`src/rtl/epp_pkg.sv`:
```
package epp_pkg;

    localparam int unsigned HOST_BYTES = 4;
    localparam int unsigned HOST_W     = HOST_BYTES * 8;
    localparam int unsigned IDX_W      = $clog2(HOST_BYTES);

    localparam logic [2:0] OFS_STATUS = 3'd1;
    localparam logic [2:0] OFS_CTRL   = 3'd2;
    localparam logic [2:0] OFS_ADDRP  = 3'd3;
    localparam logic [2:0] OFS_DATAP  = 3'd4;

    localparam logic [7:0] MODE_MASK  = 8'h2F;
    localparam logic [7:0] MODE_WRITE = 8'h04;
    localparam logic [7:0] MODE_READ  = 8'h24;
    localparam logic [7:0] CTRL_INIT  = 8'h0C;

    typedef enum logic [2:0] {
        PH_IDLE,
        PH_SETUP,
        PH_STROBE,
        PH_RELEASE,
        PH_DONE
    } epp_phase_t;

    typedef struct packed {
        logic             is_write;
        logic             is_addr;
        logic [IDX_W-1:0] last_idx;
    } epp_job_t;

    function automatic logic [IDX_W-1:0] last_byte(input logic [1:0] size, input logic is_addr);
        if (is_addr) return '0;
        case (size)
            2'd0:    return IDX_W'(0);
            2'd1:    return IDX_W'(1);
            default: return IDX_W'(HOST_BYTES - 1);
        endcase
    endfunction

    function automatic logic mode_allows(input logic [7:0] ctrl, input logic is_write);
        return (ctrl & MODE_MASK) == (is_write ? MODE_WRITE : MODE_READ);
    endfunction

endpackage

```
`src/rtl/epp_ctrl_regs.sv`:
```
module epp_ctrl_regs
    import epp_pkg::*;
(
    input  logic       clk,
    input  logic       rst,
    input  logic       wr_ctrl,
    input  logic       wr_status,
    input  logic [7:0] wbyte,
    input  logic       tmo_set,
    output logic [7:0] ctrl,
    output logic       tmo_flag
);
    always_ff @(posedge clk) begin
        if (rst) begin
            ctrl     <= CTRL_INIT;
            tmo_flag <= 1'b0;
        end else begin
            if (wr_ctrl) ctrl <= wbyte;
            if (tmo_set)
                tmo_flag <= 1'b1;
            else if (wr_status && wbyte[0])
                tmo_flag <= 1'b0;
        end
    end
endmodule

```
`src/rtl/epp_wait_timer.sv`:
```
module epp_wait_timer #(
    parameter int unsigned LIMIT = 16
) (
    input  logic clk,
    input  logic rst,
    input  logic run,
    output logic expired
);
    localparam int unsigned CNT_W = (LIMIT < 2) ? 1 : $clog2(LIMIT);

    logic [CNT_W-1:0] cnt_q;

    always_ff @(posedge clk) begin
        if (rst || !run)
            cnt_q <= '0;
        else if (!expired)
            cnt_q <= cnt_q + 1'b1;
    end

    assign expired = run && (cnt_q == CNT_W'(LIMIT - 1));
endmodule

```
`src/rtl/epp_byte_seq.sv`:
```
module epp_byte_seq
    import epp_pkg::*;
#(
    parameter int unsigned WAIT_LIMIT = 16
) (
    input  logic              clk,
    input  logic              rst,
    input  logic              start,
    input  epp_job_t          job,
    input  logic [HOST_W-1:0] wdata,
    input  logic              epp_wait,
    input  logic [7:0]        epp_data_in,
    output logic              idle,
    output logic              done,
    output logic              tmo_set,
    output logic [HOST_W-1:0] rbuf,
    output logic [7:0]        epp_data_out,
    output logic              epp_data_oe,
    output logic              epp_write_n,
    output logic              epp_astb_n,
    output logic              epp_dstb_n
);
    epp_phase_t        phase_q;
    epp_job_t          job_q;
    logic [HOST_W-1:0] wbuf_q;
    logic [IDX_W-1:0]  idx_q;
    logic              timer_run;
    logic              expired;
    logic              in_cycle;

    assign timer_run = (phase_q == PH_STROBE  && !epp_wait) ||
                       (phase_q == PH_RELEASE &&  epp_wait);

    epp_wait_timer #(.LIMIT(WAIT_LIMIT)) u_timer (
        .clk     (clk),
        .rst     (rst),
        .run     (timer_run),
        .expired (expired)
    );

    always_ff @(posedge clk) begin
        if (rst) begin
            phase_q <= PH_IDLE;
            job_q   <= '0;
            wbuf_q  <= '0;
            idx_q   <= '0;
            rbuf    <= '1;
        end else begin
            case (phase_q)
                PH_IDLE: if (start) begin
                    job_q   <= job;
                    wbuf_q  <= wdata;
                    idx_q   <= '0;
                    rbuf    <= '1;
                    phase_q <= PH_SETUP;
                end
                PH_SETUP: phase_q <= PH_STROBE;
                PH_STROBE: begin
                    if (epp_wait) begin
                        if (!job_q.is_write) rbuf[{idx_q, 3'b000} +: 8] <= epp_data_in;
                        phase_q <= PH_RELEASE;
                    end else if (expired) begin
                        phase_q <= PH_DONE;
                    end
                end
                PH_RELEASE: begin
                    if (!epp_wait) begin
                        if (idx_q == job_q.last_idx) begin
                            phase_q <= PH_DONE;
                        end else begin
                            idx_q   <= idx_q + 1'b1;
                            phase_q <= PH_SETUP;
                        end
                    end else if (expired) begin
                        phase_q <= PH_DONE;
                    end
                end
                PH_DONE: phase_q <= PH_IDLE;
                default: phase_q <= PH_IDLE;
            endcase
        end
    end

    assign in_cycle     = (phase_q == PH_SETUP) || (phase_q == PH_STROBE) || (phase_q == PH_RELEASE);
    assign idle         = (phase_q == PH_IDLE);
    assign done         = (phase_q == PH_DONE);
    assign tmo_set      = expired;
    assign epp_data_out = wbuf_q[{idx_q, 3'b000} +: 8];
    assign epp_data_oe  = in_cycle && job_q.is_write;
    assign epp_write_n  = !(in_cycle && job_q.is_write);
    assign epp_astb_n   = !(phase_q == PH_STROBE &&  job_q.is_addr);
    assign epp_dstb_n   = !(phase_q == PH_STROBE && !job_q.is_addr);
endmodule

```
`src/rtl/epp_host_engine.sv`:
```
module epp_host_engine
    import epp_pkg::*;
#(
    parameter int unsigned WAIT_LIMIT = 16
) (
    input  logic              clk,
    input  logic              rst,
    input  logic              host_req,
    input  logic              host_write,
    input  logic [2:0]        host_ofs,
    input  logic [1:0]        host_size,
    input  logic [HOST_W-1:0] host_wdata,
    output logic              host_ready,
    output logic              host_done,
    output logic [HOST_W-1:0] host_rdata,
    input  logic [7:1]        periph_status,
    output logic [7:0]        epp_data_out,
    output logic              epp_data_oe,
    input  logic [7:0]        epp_data_in,
    output logic              epp_write_n,
    output logic              epp_astb_n,
    output logic              epp_dstb_n,
    input  logic              epp_wait
);
    logic [7:0]        ctrl_q;
    logic              tmo_flag;
    logic              tmo_set;
    logic              accept;
    logic              to_port;
    logic              seq_start;
    logic              seq_idle;
    logic              seq_done;
    logic [HOST_W-1:0] seq_rbuf;
    logic              local_done_q;
    logic              use_seq_q;
    logic [HOST_W-1:0] local_rdata_q;
    logic [HOST_W-1:0] local_rd;
    epp_job_t          job;

    assign accept    = host_req && host_ready;
    assign to_port   = (host_ofs == OFS_ADDRP) || (host_ofs == OFS_DATAP);
    assign seq_start = accept && to_port && mode_allows(ctrl_q, host_write);

    assign job.is_write = host_write;
    assign job.is_addr  = (host_ofs == OFS_ADDRP);
    assign job.last_idx = last_byte(host_size, host_ofs == OFS_ADDRP);

    epp_ctrl_regs u_regs (
        .clk       (clk),
        .rst       (rst),
        .wr_ctrl   (accept && host_write && host_ofs == OFS_CTRL),
        .wr_status (accept && host_write && host_ofs == OFS_STATUS),
        .wbyte     (host_wdata[7:0]),
        .tmo_set   (tmo_set),
        .ctrl      (ctrl_q),
        .tmo_flag  (tmo_flag)
    );

    epp_byte_seq #(.WAIT_LIMIT(WAIT_LIMIT)) u_seq (
        .clk          (clk),
        .rst          (rst),
        .start        (seq_start),
        .job          (job),
        .wdata        (host_wdata),
        .epp_wait     (epp_wait),
        .epp_data_in  (epp_data_in),
        .idle         (seq_idle),
        .done         (seq_done),
        .tmo_set      (tmo_set),
        .rbuf         (seq_rbuf),
        .epp_data_out (epp_data_out),
        .epp_data_oe  (epp_data_oe),
        .epp_write_n  (epp_write_n),
        .epp_astb_n   (epp_astb_n),
        .epp_dstb_n   (epp_dstb_n)
    );

    always_comb begin
        case (host_ofs)
            OFS_STATUS: local_rd = {{(HOST_W-8){1'b0}}, periph_status, tmo_flag};
            OFS_CTRL:   local_rd = {{(HOST_W-8){1'b0}}, ctrl_q};
            default:    local_rd = '1;
        endcase
    end

    always_ff @(posedge clk) begin
        if (rst) begin
            local_done_q  <= 1'b0;
            use_seq_q     <= 1'b0;
            local_rdata_q <= '1;
        end else begin
            local_done_q <= accept && !seq_start;
            if (accept) begin
                use_seq_q     <= seq_start;
                local_rdata_q <= local_rd;
            end
        end
    end

    assign host_ready = seq_idle && !local_done_q;
    assign host_done  = seq_done || local_done_q;
    assign host_rdata = use_seq_q ? seq_rbuf : local_rdata_q;
endmodule

```
`config.mk`:
```
export PLATFORM = sky130hd
export DESIGN_NAME = epp_host_engine
export DESIGN_NICKNAME = d
export VERILOG_FILES = /design/src/rtl/epp_pkg.sv /design/src/rtl/epp_ctrl_regs.sv /design/src/rtl/epp_wait_timer.sv /design/src/rtl/epp_byte_seq.sv /design/src/rtl/epp_host_engine.sv
export SDC_FILE = /design/constraint.sdc
export NUM_CORES = 1
export LEC_CHECK = 0
export ABC_AREA = 1
export BUFFER_PORTS_ARGS = -buffer_cell sky130_fd_sc_hd__buf_4
export CAP_MARGIN = 20
export CELL_PAD_IN_SITES_DETAIL_PLACEMENT = 0
export CELL_PAD_IN_SITES_GLOBAL_PLACEMENT = 1
export CORE_ASPECT_RATIO = 0.75
export CORE_MARGIN = 8
export CORE_UTILIZATION = 41
export CTS_BUF_LIST = sky130_fd_sc_hd__clkbuf_16
export DETAILED_ROUTE_END_ITERATION = 8
export GPL_TIMING_DRIVEN = 0
export PLACE_DENSITY_LB_ADDON = 0.1
export SYNTH_ARGS = -nofsm -noshare
export SYNTH_HDL_FRONTEND = slang
export SYNTH_HIERARCHICAL = 1
export SYNTH_SLANG_ARGS = --single-unit
```
`constraint.sdc`:
```
create_clock -name clk -period 7.8 [get_ports clk]
set_clock_uncertainty 0.05 [all_clocks]
set_input_delay 1.56 -clock clk [delete_from_list [all_inputs] [get_ports clk]]
set_output_delay 1.56 -clock clk [all_outputs]
set_load 0.01 [all_outputs]
```
==> summary.md <==
| Metric | Value |
|---|---|
| Status | finished clean |
| Simple-Gate Fraction of Synth Area | 38.17% |
| Mapped Cells | 740 |
| Detailed Routing Iterations Pass 1 | 5 |
| Core area | 11700 um2 |
| Maximum VDD drop | 110.2 uV |
| Inserted Clock Buffers | 9 |
| CTS tree | yes |
| Static Leak | 2.671 nW |
| MaxCap Viol Count | 0 |
| Startpoint types | primary input |
| Pins Over Slew Limit | 0 |
| Routed vias | 5268 |
| Synth warn | 6 |
| Area after DPL | 5934 um2 |
| Average vias per placed instance | 5.165 |
| Final period util | 46.10% |
| Mean post-synth cell area | 6.711 um2 |
| Adder-cell share of the synthesized area | 1.512% |
| Die Wd | 143.1 um |
| Post-CTS Setup Repair Bufs | 0 |
| Maximum fanout along the worst path | 10 |
| Post-CTS sizing | 0 |
| Final setup viols | 0 |
| Tot GR Track Use | 20.24% |
| Mapped Nets | 803 |
| Post-synth EDFFs | 0 |
| Cts hold-fix bufs | 0 |
| Skew-Pair Late Insertion Delay | 350 ps |
| Power density cells | 180.0 nW/um2 |
| Rows | 34 |
| R2r setup slk | 4350 ps |
| Inserted Diodes | 0 |
| Tmin final | 3596 ps |
| Crit Path Category | in2reg |
| Async set or reset register ratio after synthesis | 0% |
| Final Non-Filler Cells | 1020 |
| Post-synthesis sequential area ratio | 39.10% |
| Drt wl/cell | 15.80 um |
| Clk pin slew, worst setup/hold paths | 70 ps |
| First-pass GRT wire length | 25.94 mm |
| Drc violations | 0 |
| Slew headroom | 42.36% |
| Max frequency | 278.1 MHz |
| HPWL after DPL | 12.47 mm |
| Ys flop type | dfxtp_1 |
| Vias in the first global route | 5070 |
| Die ar. | 15930 um2 |
| Grt ovf | 0 |
| HP Class | reg2reg |
| Final instance area | 6285 um2 |
| CP max stage cell | clkbuf_1 |
| Mapped Area | 4966 um2 |
| Share of layout cells above drive strength 1 | 20.86% |
| 1st-iter DRT viols | 371 |
| Core Util, Final | 53.72% |
| Initial antenna violation count | 0 |
| Max incr delay on CP | 360 ps |
| Final Hold Vio Count | 0 |
| Fill count | 1216 |
| Setup TNS | 0 ps |
| CP endpoint kind | flip-flop |
| Initial Util | 42.45% |
| CTS max path bufs | 2 |
| Mux cell area share after synthesis | 0% |
| Commonest cells after routing, fill and taps aside | 207 x nand2_1, 122 x nand3_1, 104 x buf_4 |
| Antenna viol nets, final | 0 |
| Final Worst Setup Slack | 4204 ps |
| Critical-path cell list | buf_4 > inv_2 > buf_2 > nand3_2 > nand2_1 > inv_2 > nor3_1 > clkbuf_1 > nand3b_1 > nand2_1 > nor2_2 > buf_2 > nand3_1 > nand3_1 |
| Post-synth cell types | 32 |
| IO Count | 103 |
| Arrival time at the worst endpoint | 3830 ps |
| Port Buffers | 102 |
| RSZ-0062 raised after global routing | false |
| H-tree depth | 3 |
| Commonest non-fill, non-tap cell in the layout | nand2_1 |
| TritonCTS sink count | 97 |
| Routability cong. | 0.8920 |
| Die height | 111.3 um |
| Layout Nets | 916 |
| Compound-Gate Fraction of Synth Area | 13.13% |
| Worst Tran Pin Value | 858.0 ps |
| Placed Cells | 1004 |
| Largest net degree at the start of global routing | 18 |
| Root Driver | clkbuf_16 |
| Critical Path RT | 8040 ps |
| Worst-case hold slack | 408.6 ps |
| Final wirelength | 16.12 mm |
| P&R area growth vs syn | 26.56% |
| Register bit count reported by yosys | 97 |
| Xor/xnor share of the synthesized area | 0.1764% |
| Combinational family with the most area after synthesis | simple AND/OR/NAND/NOR gates |
| Place WS | 3913 ps |
| Power Total | 1.131 mW |
[logic make-up (layout without fill, tap and decap cells)]
logic type	after synthesis	after routing
buffers and inverters	92	210
adder cells (fa/ha/maj)	6	6
flip-flops	97	97
AO/OA/AOI/OAI	126	126
AND/OR/NAND/NOR	418	418
XOR/XNOR	1	1
[flip-flops by register name (all words and copies together) (netlist names)]
| register | count |
|---|---|
| u_seq/rbuf | 32 |
| u_seq/wbuf_q | 32 |
| local_rdata_q | 9 |
| u_regs/ctrl | 8 |
| u_seq/job_q | 4 |
| u_seq/u_timer/cnt_q | 4 |
| u_seq/phase_q | 3 |
| u_seq/idx_q | 2 |
| local_done_q | 1 |
| u_regs/tmo_flag | 1 |
| use_seq_q | 1 |
[routing by layer]
metal | part of all wire, % | wire length [um] | track usage (%)
met2 | 43 | 6893 | 30.21
met5 | 0 | 0 | 0
met3 | 7.8 | 1256 | 4.518
met1 | 48 | 7808 | 28.94
met4 | 0.98 | 158 | 4.237
[path summary, 6_finish.rpt]
path                      end  cells past startpoint              from
max             u_seq/rbuf[8]                     14       host_ofs[2]
min          u_seq/wbuf_q[23]                      2  u_seq/wbuf_q[23]
max reg2reg     u_seq/rbuf[8]                     14  u_seq/phase_q[2]
min reg2reg  u_seq/wbuf_q[23]                      2  u_seq/wbuf_q[23]
[worst max-delay path: cells and delay by family]
kind,cells,cell delay (ps)
buffers and inverters,6,1030
and+or+nand+nor,8,1240
[layout make-up]
cell class | instances | area (um2) | share of cell area, %
multi-input combinational | 551 | 2631 | 41.87
sequential | 97 | 1942 | 30.90
timing repair buffer | 102 | 765.7 | 12.18
clock buffer | 9 | 225.2 | 3.584
buffer | 43 | 209.0 | 3.325
tap | 162 | 202.7 | 3.225
inverter | 49 | 183.9 | 2.927
clock inverter | 7 | 125.1 | 1.991
[power breakdown]
group	total (mW)	leakage, nW	internal, mW	switching (mW)
Clock	0.523	0.164	0.317	0.206
Combinational	0.105	1.72	0.0480	0.0565
Sequential	0.504	0.785	0.501	0.00334
Total	1.13	2.67	0.866	0.266
[cells in the mapped netlist (6+ instances only)]
master	number	area share, %
inv_1	36	2.7
dfxtp_1	97	39
ha_1	6	1.5
nand3_1	122	12
clkbuf_1	19	1.4
inv_2	12	0.91
a21oi_1	50	5.0
nor2_1	46	3.5
buf_2	20	2.0
nand4_1	12	1.5
o21ai_0	60	6.0
nand2_1	207	16
o22ai_1	8	1.0
(Power assumes the default switching activity.)
